File: config.mk
export PLATFORM = sky130hd
export DESIGN_NAME = bus_grant_ctrl
export DESIGN_NICKNAME = d
export VERILOG_FILES = /design/src/rtl/bus_grant_pkg.sv /design/src/rtl/bus_grant_fsm.sv /design/src/rtl/bus_drive_group.sv /design/src/rtl/bus_grant_ctrl.sv
export SDC_FILE = /design/constraint.sdc
export NUM_CORES = 1
export LEC_CHECK = 0
export BUFFER_PORTS_ARGS = -buffer_cell sky130_fd_sc_hd__buf_2
export CORE_AREA = 2 2 39 41
export DETAILED_ROUTE_END_ITERATION = 10
export DIE_AREA = 0 0 41 43
export PLACE_DENSITY = 0.69
export SYNTH_ARGS = -nofsm -noshare
export SYNTH_HDL_FRONTEND = slang
export SYNTH_SLANG_ARGS = --single-unit
File: constraint.sdc
create_clock -name clk -period 1.6 [get_ports clk]
set_clock_uncertainty 0.2 [all_clocks]
set_input_delay 0.08 -clock clk [delete_from_list [all_inputs] [get_ports clk]]
set_output_delay 0.08 -clock clk [all_outputs]
set_load 0.1 [all_outputs]
File: src/rtl/bus_grant_pkg.sv
package bus_grant_pkg;

    typedef enum logic [1:0] {
        PH_RUN      = 2'd0,
        PH_HELD     = 2'd1,
        PH_HANDBACK = 2'd2
    } grant_phase_e;

    typedef struct packed {
        grant_phase_e phase;
        logic         ack_n;
        logic         released;
        logic         freeze;
    } grant_regs_t;

    localparam grant_regs_t GRANT_RESET = '{
        phase:    PH_RUN,
        ack_n:    1'b1,
        released: 1'b0,
        freeze:   1'b0
    };

endpackage

File: src/rtl/bus_grant_fsm.sv
module bus_grant_fsm
    import bus_grant_pkg::*;
(
    input  logic clk,
    input  logic rst_n,
    input  logic bus_req_n,
    input  logic cyc_last,
    output logic ack_n,
    output logic released,
    output logic freeze
);

    grant_regs_t r_d, r_q;

    always_comb begin
        r_d = r_q;
        unique case (r_q.phase)
            PH_RUN: begin
                if (cyc_last && !bus_req_n) begin
                    r_d.phase    = PH_HELD;
                    r_d.ack_n    = 1'b0;
                    r_d.released = 1'b1;
                    r_d.freeze   = 1'b1;
                end
            end
            PH_HELD: begin
                if (bus_req_n) begin
                    r_d.phase    = PH_HANDBACK;
                    r_d.ack_n    = 1'b1;
                    r_d.released = 1'b0;
                    r_d.freeze   = 1'b1;
                end
            end
            PH_HANDBACK: begin
                r_d.phase    = PH_RUN;
                r_d.ack_n    = 1'b1;
                r_d.released = 1'b0;
                r_d.freeze   = 1'b0;
            end
            default: r_d = GRANT_RESET;
        endcase
    end

    always_ff @(posedge clk) begin
        if (!rst_n) r_q <= GRANT_RESET;
        else        r_q <= r_d;
    end

    assign ack_n    = r_q.ack_n;
    assign released = r_q.released;
    assign freeze   = r_q.freeze;

    // a request at a cycle boundary is granted on the next state
    a_r2_grant_at_boundary: assert property (@(posedge clk) disable iff (!rst_n)
        (r_q.phase == PH_RUN && cyc_last && !bus_req_n) |=> !ack_n);

    // a request off a cycle boundary is not granted
    a_r3_no_grant_midcycle: assert property (@(posedge clk) disable iff (!rst_n)
        (r_q.phase == PH_RUN && !cyc_last) |=> (ack_n && !freeze));

    // grant persists while request stays low
    a_r4_hold_while_low: assert property (@(posedge clk) disable iff (!rst_n)
        (r_q.phase == PH_HELD && !bus_req_n) |=> (!ack_n && released));

    // release in the first state with the request high
    a_r5_release_on_high: assert property (@(posedge clk) disable iff (!rst_n)
        (r_q.phase == PH_HELD && bus_req_n) |=> (ack_n && !released && freeze));

    // handback lasts one state and never regrants
    a_r6_single_handback: assert property (@(posedge clk) disable iff (!rst_n)
        (r_q.phase == PH_HANDBACK) |=> (ack_n && !freeze));

endmodule

File: src/rtl/bus_drive_group.sv
module bus_drive_group #(
    parameter int LINES = 8
) (
    input  logic             released,
    output logic [LINES-1:0] drv_en
);

    for (genvar gi = 0; gi < LINES; gi++) begin : g_line
        assign drv_en[gi] = ~released;
    end

endmodule

File: src/rtl/bus_grant_ctrl.sv
module bus_grant_ctrl #(
    parameter int ADDR_BITS  = 16,
    parameter int DATA_BITS  = 8,
    parameter int CTRL_LINES = 4,
    parameter int STAT_LINES = 3
) (
    input  logic                  clk,
    input  logic                  rst_n,
    input  logic                  bus_req_n,
    input  logic                  cyc_last,
    output logic                  bus_ack_n,
    output logic [ADDR_BITS-1:0]  addr_drv_en,
    output logic [DATA_BITS-1:0]  data_drv_en,
    output logic [CTRL_LINES-1:0] ctrl_drv_en,
    output logic [STAT_LINES-1:0] stat_drv_en,
    output logic                  refresh_hold,
    output logic                  irq_mask,
    output logic                  cpu_stall
);

    logic released;
    logic freeze;

    bus_grant_fsm u_fsm (
        .clk       (clk),
        .rst_n     (rst_n),
        .bus_req_n (bus_req_n),
        .cyc_last  (cyc_last),
        .ack_n     (bus_ack_n),
        .released  (released),
        .freeze    (freeze)
    );

    bus_drive_group #(.LINES(ADDR_BITS)) u_addr (
        .released (released), .drv_en (addr_drv_en));
    bus_drive_group #(.LINES(DATA_BITS)) u_data (
        .released (released), .drv_en (data_drv_en));
    bus_drive_group #(.LINES(CTRL_LINES)) u_ctrl (
        .released (released), .drv_en (ctrl_drv_en));
    bus_drive_group #(.LINES(STAT_LINES)) u_stat (
        .released (released), .drv_en (stat_drv_en));

    assign refresh_hold = freeze;
    assign irq_mask     = freeze;
    assign cpu_stall    = freeze;

    // drivers and acknowledge never disagree
    a_r8_drivers_follow_ack: assert property (@(posedge clk) disable iff (!rst_n)
        bus_ack_n == (&addr_drv_en) && bus_ack_n == (&data_drv_en)
        && bus_ack_n == (&ctrl_drv_en) && bus_ack_n == (&stat_drv_en)
        && !bus_ack_n == !(|addr_drv_en));

    // while granted, refresh and interrupts are frozen
    a_r7_frozen_when_granted: assert property (@(posedge clk) disable iff (!rst_n)
        !bus_ack_n |-> (refresh_hold && irq_mask && cpu_stall));

endmodule

==> impl_metrics.csv, run 1 <==
group,metric,value,unit
timing,timing.final.hold_violations,0,
critical_path,critical_path_required,1.57,ns
place,globalplace.congestion,0.623,
yosys,synthMostInstantiatedCell,"sky130_fd_sc_hd__buf_4",
final_layout,flow.area_growth_from_synthesis,148,%
power_and_ir_drop,power_leakage,0.484,nW
final_layout,fillers,97,
place,dp_worst_setup_slack,0.191,ns
place,port_buffers,38,
yosys,post_synth_num_cell_types,12,
timing,clock.fmax,657,MHz
timing,pins_over_their_slew_limit,0,
critical_path,crit_path_max_incr_delay,0.56,ns
final_layout,share_of_the_core_filled_with_cells,69.7,%
timing,post-route-worst-setup-slack,0.0788,ns
yosys,yosysTopAreaCellShare,61.7,%
final_layout,sequential_cell_area,85.1,um2
clocking,clock_latency,0.24,ns
die,core-area,0.00138,mm2
die,die_h,43,um
power_and_ir_drop,ir_worst_vdd,0.507,mV
timing,setup_violations,0,
clocking,cts_inserted_buffers,3,
power_and_ir_drop,powerDensity,850,mW/mm2
die,ios,39,
clocking,cts.path.max_buffers,2,
clocking,cts_tree,"yes",
critical_path,critPathArrivalTime,1.50,ns
final_layout,antennaDiodeCount,0,
global_route,grt_usage,11.7,%
yosys,syn_area,389,um2
place,place.detailed.hpwl,747,um
yosys,post-synth-top-area-cell,"sky130_fd_sc_hd__buf_4",
hold_path,hold_path.startpoint,"rst_n",
critical_path,master_of_the_slowest_instance_on_the_critical_path,"sky130_fd_sc_hd__dlygate4sd3_1",
die,total_die_area,0.00176,mm2
clocking,cts.repair.resized,0,
critical_path,cp-start-kind,"primary input",
yosys,synthesis.instances,46,
hold_path,worst_hold_path_type,"primary input to flip-flop",
timing,slew_headroom,67.9,%
critical_path,setup.worst_path.start,"bus_req_n",
global_route,grt_start_max_net_pins,11,
die,initial_utilization,28.1,%
outcome,outcome,"finished, final reports clean",
drt,wire_per_inst,11.6,um
drt,dr_total_vias,316,
yosys,synthTopCellsByArea,"sky130_fd_sc_hd__buf_4 (62%), sky130_fd_sc_hd__dfxtp_1 (21%), sky130_fd_sc_hd__nor3b_2 (3.2%)",
clocking,clk_pin_slew,0.04,ns
critical_path,top_fanout_value_on_the_critical_path,5,
yosys,synth.top_cells.by_count,"sky130_fd_sc_hd__buf_4 (32), sky130_fd_sc_hd__dfxtp_1 (4)",
critical_path,crit_chain,"dlygate4sd3_1, buf_2, nor3b_1, dlygate4sd3_1",
global_route,grt_pass1_wl,1.33,mm
critical_path,worst_path_most_repeated_cell,"sky130_fd_sc_hd__dlygate4sd3_1",
clocking,cts.sinks,4,
yosys,postSynthRegisterBits,4,
timing,period_share,95.1,%
timing,tightest_slew,0.484,ns
drt,postRouteWirelength,929,um
critical_path,timing.rr.start,"u_fsm.r_q[4]",
yosys,yosysSeqAreaShare,20.6,%
final_layout,drive_gt1_share,81.3,%
clocking,htree_num_levels,1,
critical_path,critical_path_buf_inv_count,3,
timing,rsz_0062_raised_after_global_routing,"no",
drt,drc,0,
yosys,number_of_synthesized_flops_with_an_enable_pin,0,
yosys,synth-async-reset-ratio,0,%
final_layout,multi_input_area,65.1,um2
drt,drtAntennaViolNets,0,
global_route,grt_pass1_vias,294,
global_route,grt-ovfl-total,0,
timing,layout_min_cycle_time,1.52,ns
critical_path,setup.worst_path.end_class,"flip-flop",
critical_path,reg_to_reg_slack_setup,0.14,ns
critical_path,ws_path_type,"primary input to flip-flop",
yosys,syn-num-nets,50,
yosys,synth_warnings,0,
drt,drt_pass1_iterations,1,
clocking,root_buffer_cell,"sky130_fd_sc_hd__clkbuf_4",
job,maxCapViolations,0,
die,num_rows,14,
yosys,ys.flop_type,"sky130_fd_sc_hd__dfxtp_1",
yosys,post_synth.cell_area_avg,8.46,um2
final_layout,finish.net_count,69,
critical_path,crit_family,"buffers and inverters",
drt,route.detailed.vias_per_inst,3.95,
global_route,number_of_antenna_violations_at_the_first_check_in_global_routing,0,
die,die_width,41,um
drt,dr.first_iter.drc_count,0,
==> flip-flops by register name (all words and copies together) (netlist names) <==
name / flops
u_fsm.freeze: 1
u_fsm.ack_n: 1
u_fsm.r_q: 2
==> timing repair <==
item                                    CTS  global route
hold buffers                              3             0
buffers inserted                          2             0
endpoints found under the setup margin   27             0
endpoints found under the hold margin     3             0
==> report_power, final <==
| part | switching [mW] | internal, mW | total, mW | leakage (nW) |
|---|---|---|---|---|
| logic | 0.395 | 0.177 | 0.572 | 0.435 |
| clock network | 0.0436 | 0.0937 | 0.137 | 0.0150 |
| registers | 0.00524 | 0.106 | 0.111 | 0.0339 |
==> per-layer routing <==
layer / vias up / wire length (um) / track usage [%]
li1: 148 / - / -
met1: 135 / 315 / 10.5
met2: 31 / 436 / 17.8
met3: 2 / 164 / 6.28
met4: 0 / 12 / 10.0
met5: - / 0 / 0
==> path summary, 6_finish.rpt <==
| kind | end | cells past startpoint |
|---|---|---|
| hold / removal | u_fsm.freeze | 3 |
| setup / recovery | u_fsm.r_q[3] | 4 |
| hold reg to reg | u_fsm.freeze | 2 |
| setup reg to reg | u_fsm.r_q[3] | 3 |
==> cell usage in the layout (no fill, tap or decap), types with 2 or more instances in the layout <==
master	Yosys	final
sky130_fd_sc_hd__buf_12	0	34
sky130_fd_sc_hd__buf_2	0	7
sky130_fd_sc_hd__clkbuf_4	0	3
sky130_fd_sc_hd__dlygate4sd3_1	0	3
sky130_fd_sc_hd__buf_4	32	2
sky130_fd_sc_hd__dfxtp_1	4	2
==> through the flow <==
step | instance area, um2 | hold WS (ns) | power, mW | TNS [ns] | std cells
floorplan | 410 | -0.0537 | 0.530 | -6.27 | 46
global placement | 893 | 0.0989 | 0.672 | 0 | 71
detailed placement | 893 | 0.114 | 0.676 | 0 | 71
CTS | 965 | 0.0267 | 0.832 | 0 | 80
global route | 965 | 0.0387 | 0.848 | 0 | 80
finish | 965 | 0.0313 | 0.820 | 0 | 80
==> area by class of cell <==
| type | instances | area share, % |
|---|---|---|
| multi-input combinational | 9 | 6.74 |
| inverter | 1 | 0.778 |
| sequential | 4 | 8.82 |
| tap | 16 | 2.08 |
| clock buffer | 4 | 2.72 |
| timing repair buffer | 46 | 78.9 |
==> worst min-delay path, delay by kind of cell <==
kind                   cells  cell delay (ns)
buffers and inverters      1             0.09
AO/OA/AOI/OAI              1             0.09
AND/OR/NAND/NOR            1             0.16
==> cells by family (layout without fill, tap and decap cells) <==
group	count (synthesis)	count (layout)	share of synthesized area, %
flip-flops	4	4	20.6
buffers and inverters	33	51	62.7
AO/OA/AOI/OAI	4	4	6.43
AND/OR/NAND/NOR	5	5	10.3
Note: power is estimated with default switching activity, not from simulation.
==> inputs of run 2 (changes only) <==
- CTS_BUF_LIST: unset -> sky130_fd_sc_hd__clkbuf_16
==> run 2 against run 1 <==
The run now ends with negative hold slack left. Hold slack lost 0.040 ns. Sequential share of layout area down 0.29 points. Clock power increased to 2.9 times the previous value. Sequential cell count did not move. Critical path depth down 1. Count of clock-buffer cells in the layout decreased by 1. Via count is 2.5% lower. Global-route usage up 0.30 points. Wire length down 2.3%. Critical endpoint is now addr_drv_en[6].
==> impl_metrics.csv, run 2 (synthesis gave the netlist of run 1 again) <==
group,metric,value,unit
final_layout,antennaDiodeCount,0,
global_route,grt_usage,12.0,%
timing,slew_headroom,67.9,%
place,placedInstanceArea,893,um2
drt,route.detailed.vias_per_inst,3.95,
power_and_ir_drop,pwr-share-clk,36.9,%
final_layout,design_area,997,um2
clocking,htree_num_levels,1,
drt,drt_pass1_iterations,1,
timing,setup_violations,0,
hold_path,worst_hold_path_type,"primary input to flip-flop",
die,core-area,0.00138,mm2
final_layout,drive_gt1_share,83.9,%
power_and_ir_drop,power.combinational.fraction,52.7,%
outcome,violations_in_the_final_reports,"negative hold slack",
clocking,root_buffer_cell,"sky130_fd_sc_hd__clkbuf_16",
drt,wire_per_inst,11.6,um
clocking,clk_pin_slew,0.03,ns
timing,layout_min_cycle_time,1.46,ns
job,maxCapViolations,0,
die,initial_utilization,28.1,%
drt,dr.first_iter.drc_count,0,
critical_path,rr_worst_depth,2,
critical_path,cp-start-kind,"flip-flop",
clocking,cts.repair.resized,0,
power_and_ir_drop,seq_power_share,10.3,%
die,ios,39,
power_and_ir_drop,power_leakage,0.501,nW
timing,rsz_0062_raised_after_global_routing,"no",
timing,pins_over_their_slew_limit,0,
power_and_ir_drop,switching_share,44.0,%
die,total_die_area,0.00176,mm2
power_and_ir_drop,design_power_total,1.08,mW
critical_path,critical_path_required,1.32,ns
final_layout,share_of_the_core_filled_with_cells,72.1,%
die,die_width,41,um
critical_path,top_fanout_value_on_the_critical_path,10,
critical_path,timing.rr.start,"u_fsm.r_q[4]",
global_route,grt_start_max_net_pins,11,
critical_path,critPathArrivalTime,1.18,ns
power_and_ir_drop,powerDensity,1080,mW/mm2
place,place.detailed.hpwl,747,um
place,port_buffers,38,
die,die_h,43,um
power_and_ir_drop,power.internal,0.602,mW
global_route,grt_pass1_vias,297,
clocking,cts.path.max_buffers,2,
clocking,cts.sinks,4,
place,globalplace.congestion,0.623,
final_layout,finish.net_count,67,
final_layout,regMostFlops,"u_fsm.r_q",
drt,postRouteWirelength,908,um
timing,fin_setup_tns,0,ns
drt,drtAntennaViolNets,0,
final_layout,layout.cells.most_common_list,"sky130_fd_sc_hd__buf_12 (34), sky130_fd_sc_hd__buf_2 (7), sky130_fd_sc_hd__clkbuf_16 (3)",
critical_path,master_of_the_slowest_instance_on_the_critical_path,"sky130_fd_sc_hd__dfxtp_4",
clocking,clock_latency,0.23,ns
drt,dr_total_vias,308,
power_and_ir_drop,power.net_switching,0.474,mW
timing,tightest_slew,0.484,ns
hold_path,hold-path-cell-count,3,
critical_path,setup.worst_path.start,"u_fsm.r_q[3]",
die,num_rows,14,
final_layout,largest_register_ff_count,2,
outcome,outcome,"finished with violations",
final_layout,flow.area_growth_from_synthesis,156,%
drt,drc,0,
global_route,grt-ovfl-total,0,
clocking,cts_tree,"yes",
timing,period_share,91.2,%
critical_path,setup.worst_path.end_class,"output port",
global_route,number_of_antenna_violations_at_the_first_check_in_global_routing,0,
critical_path,worst_path_most_repeated_cell,"sky130_fd_sc_hd__buf_12",
hold_path,hold_path.startpoint,"cyc_last",
clocking,cts_inserted_buffers,3,
timing,clock.fmax,685,MHz
power_and_ir_drop,ir_worst_vdd,0.922,mV
critical_path,crit_path_max_incr_delay,0.37,ns
critical_path,ws_path_type,"flip-flop to output port",
timing,timing.final.hold_violations,1,
final_layout,most_common_cell_after_layout_fill_and_taps_aside,"sky130_fd_sc_hd__buf_12",
timing,worst_hold_slack,-0.00902,ns
critical_path,crit_chain,"clkinvlp_4, buf_12, buf_12",
global_route,grt_pass1_wl,1.39,mm
run 2: changes by cell type in the layout (fill, tap and decap cells not counted), sizes merged:
cell	change
clkbuf	-1
inv	+1
dlygate4sd3	-2
run 2: layout make-up:
class | count | area, um2
inverter | 1 | 7.51
tap | 16 | 20.0
clock buffer | 3 | 75.1
fill | 85 | 387
multi-input combinational | 9 | 65.1
clock inverter | 1 | 3.75
timing repair buffer | 44 | 741
sequential | 4 | 85.1
run 2: power groups by stage:
stage | registers (mW) | logic [mW] | clock network, mW
after floorplan | 0.141 | 0.388 | 0
after global placement | 0.112 | 0.560 | 0
after detailed placement | 0.113 | 0.564 | 0
after CTS | 0.111 | 0.571 | 0.406
after global routing | 0.112 | 0.581 | 0.411
final | 0.111 | 0.568 | 0.397
run 2: worst paths after layout:
| kind | slack [ns] | endpoint |
|---|---|---|
| min reg2reg | 0.26 | u_fsm.ack_n |
| max | 0.14 | addr_drv_en[6] |
| min | -0.009 | u_fsm.r_q[3] |
| max reg2reg | 0.59 | u_fsm.r_q[3] |
run 2: repair_timing:
| action | CTS | global route |
|---|---|---|
| hold buffers | 1 | 0 |
| buffers inserted | 2 | 0 |
| setup endpoints to repair | 27 | 0 |
| hold endpoints to repair | 3 | 0 |
run 2: metal layers:
metal / track usage, % / vias to the layer above / routed length, um
li1: - / 144 / -
met1: 11.5 / 128 / 307
met2: 18.8 / 34 / 404
met3: 6.28 / 2 / 172
met4: 8.00 / 0 / 24
met5: 0 / - / 0
run 2: worst max-delay path: cells and delay by family, from the launching register on:
family | cells | cell delay (ns)
buffers and inverters | 3 | 0.58
flip-flops | 1 | 0.37
run 2: stage by stage:
step                std cells  worst slack, ns
finish                     78            0.141
global route               78            0.101
CTS                        78            0.128
detailed placement         71            0.191
global placement           71            0.233
floorplan                  46           -0.212
==> inputs of run 3 (changes only) <==
- BUFFER_PORTS_ARGS: -buffer_cell sky130_fd_sc_hd__buf_2 -> -buffer_cell sky130_fd_sc_hd__buf_4
- CAP_MARGIN: unset -> 25
==> run 3 against run 2 <==
The flow now finishes without violations. Register-to-register slack got worse by 0.43 ns. Cell area fell by 43%. Via count fell by 2.3%. Sequential power barely moved. Power fell by 12%. Setup slack got worse by 0.066 ns. Critical path type is now primary input to flip-flop.
==> impl_metrics.csv, run 3 (synthesis gave the netlist of run 1 again) <==
group,metric,value,unit
critical_path,ws_path_type,"primary input to flip-flop",
clocking,htree_num_levels,1,
power_and_ir_drop,power.combinational.fraction,46.1,%
job,maxCapViolations,0,
timing,timing.final.hold_violations,0,
drt,dr_total_vias,301,
global_route,grt_usage,8.32,%
final_layout,most_common_cell_after_layout_fill_and_taps_aside,"sky130_fd_sc_hd__buf_4",
clocking,clk_pin_slew,0.03,ns
final_layout,flow.area_growth_from_synthesis,46.3,%
global_route,grt_start_max_net_pins,17,
drt,postRouteWirelength,707,um
power_and_ir_drop,design_power_total,0.950,mW
critical_path,critPathArrivalTime,1.49,ns
die,core-area,0.00138,mm2
final_layout,drive_gt1_share,81.4,%
die,num_rows,14,
place,place.detailed.hpwl,490,um
hold_path,worst_hold_path_type,"primary input to flip-flop",
power_and_ir_drop,powerDensity,1670,mW/mm2
clocking,cts_inserted_buffers,3,
critical_path,master_of_the_slowest_instance_on_the_critical_path,"sky130_fd_sc_hd__dlygate4sd3_1",
global_route,grt-ovfl-total,0,
place,port_buffers,38,
power_and_ir_drop,switching_share,47.4,%
place,globalplace.congestion,0.578,
die,ios,39,
drt,drtAntennaViolNets,0,
global_route,number_of_antenna_violations_at_the_first_check_in_global_routing,0,
timing,pins_over_their_slew_limit,0,
drt,dr.first_iter.drc_count,3,
power_and_ir_drop,seq_power_share,11.9,%
clocking,cts.path.max_buffers,2,
clocking,cts_tree,"yes",
power_and_ir_drop,power_leakage,0.287,nW
die,total_die_area,0.00176,mm2
outcome,outcome,"finished, final reports clean",
clocking,clock_latency,0.23,ns
power_and_ir_drop,power.net_switching,0.451,mW
critical_path,setup.worst_path.end_class,"flip-flop",
final_layout,layout.cells.most_common_list,"sky130_fd_sc_hd__buf_4 (38), sky130_fd_sc_hd__clkbuf_16 (3), sky130_fd_sc_hd__clkinvlp_4 (2), sky130_fd_sc_hd__dlygate4sd3_1 (2), sky130_fd_sc_hd__dfxtp_1 (2)",
drt,route.detailed.vias_per_inst,4.01,
clocking,cts.sinks,4,
power_and_ir_drop,pwr-share-clk,42.0,%
critical_path,top_fanout_value_on_the_critical_path,5,
final_layout,regMostFlops,"u_fsm.r_q",
timing,tightest_slew,0.279,ns
timing,slew_headroom,81.5,%
timing,rsz_0062_raised_after_global_routing,"no",
die,initial_utilization,28.1,%
final_layout,finish.net_count,64,
drt,drt_pass1_iterations,3,
drt,wire_per_inst,9.43,um
power_and_ir_drop,power.internal,0.500,mW
timing,period_share,95.3,%
global_route,grt_pass1_wl,903,um
final_layout,antennaDiodeCount,0,
global_route,grt_pass1_vias,234,
final_layout,design_area,569,um2
critical_path,crit_path_max_incr_delay,0.56,ns
timing,clock.fmax,656,MHz
timing,layout_min_cycle_time,1.52,ns
critical_path,cp-start-kind,"primary input",
die,die_width,41,um
critical_path,crit_chain,"dlygate4sd3_1, buf_4, nor3b_1, dlygate4sd3_1",
die,die_h,43,um
clocking,root_buffer_cell,"sky130_fd_sc_hd__clkbuf_16",
timing,setup_violations,0,
drt,drc,0,
critical_path,worst_path_most_repeated_cell,"sky130_fd_sc_hd__dlygate4sd3_1",
final_layout,share_of_the_core_filled_with_cells,41.1,%
clocking,cts_post_setup_buffers_inserted,0,
critical_path,critical_path_required,1.56,ns
final_layout,largest_register_ff_count,2,
place,placedInstanceArea,463,um2
power_and_ir_drop,ir_worst_vdd,0.712,mV
[run 3: final cells by class]
type	instances	area, um2
multi-input cells	9	65.1
fillers	148	815
inverters	1	7.51
repair inverters	1	7.51
repair buffers	40	305
clock buffers	3	75.1
well taps	16	20.0
clock inverters	1	3.75
flip-flops and latches	4	85.1
[run 3: per-layer routing]
layer  vias to the layer above  share of wire [%]  GRT usage, %
met5                         -                  0             0
met4                         0                2.8          10.0
met3                         2                 24          3.14
met2                        34                 42          12.2
met1                       128                 31          7.35
li1                        137                  -             -
[run 3: critical path: cells and delay by family]
family | cells | cell delay, ns
AND/OR/NAND/NOR | 1 | 0.17
buffers and inverters | 3 | 1.24
[run 3: worst paths after layout]
path	from	end	slack, ns	cells after the start
setup / recovery	bus_req_n	u_fsm.r_q[3]	0.08	4
hold reg to reg	u_fsm.r_q[4]	u_fsm.ack_n	0.27	2
setup reg to reg	u_fsm.r_q[4]	u_fsm.r_q[3]	0.16	3
hold / removal	rst_n	u_fsm.ack_n	0.03	3
[run 3: metrics by stage]
stage / cells / setup TNS [ns] / worst slack (ns) / hold slack (ns)
floorplan: 46 / -6.27 / -0.212 / -0.0537
global placement: 68 / 0 / 0.233 / 0.0777
detailed placement: 68 / 0 / 0.174 / 0.0889
CTS: 75 / 0 / 0.0560 / 0.0221
global route: 75 / 0 / 0.0141 / 0.0431
finish: 75 / 0 / 0.0754 / 0.0259
[run 3: power by group through the flow]
stage | Combinational, mW | Clock (mW) | Sequential [mW]
2_1_floorplan | 0.388 | 0 | 0.141
3_3_place_gp | 0.434 | 0 | 0.113
3_5_place_dp | 0.436 | 0 | 0.113
4_1_cts | 0.440 | 0.406 | 0.113
5_1_grt | 0.450 | 0.413 | 0.114
6_report | 0.439 | 0.399 | 0.113
[run 3: repair_timing]
item / in CTS / in global routing
endpoints found under the hold margin: 3 / 0
gates resized for setup: 1 / 0
endpoints found under the setup margin: 31 / 0
hold buffers: 2 / 0
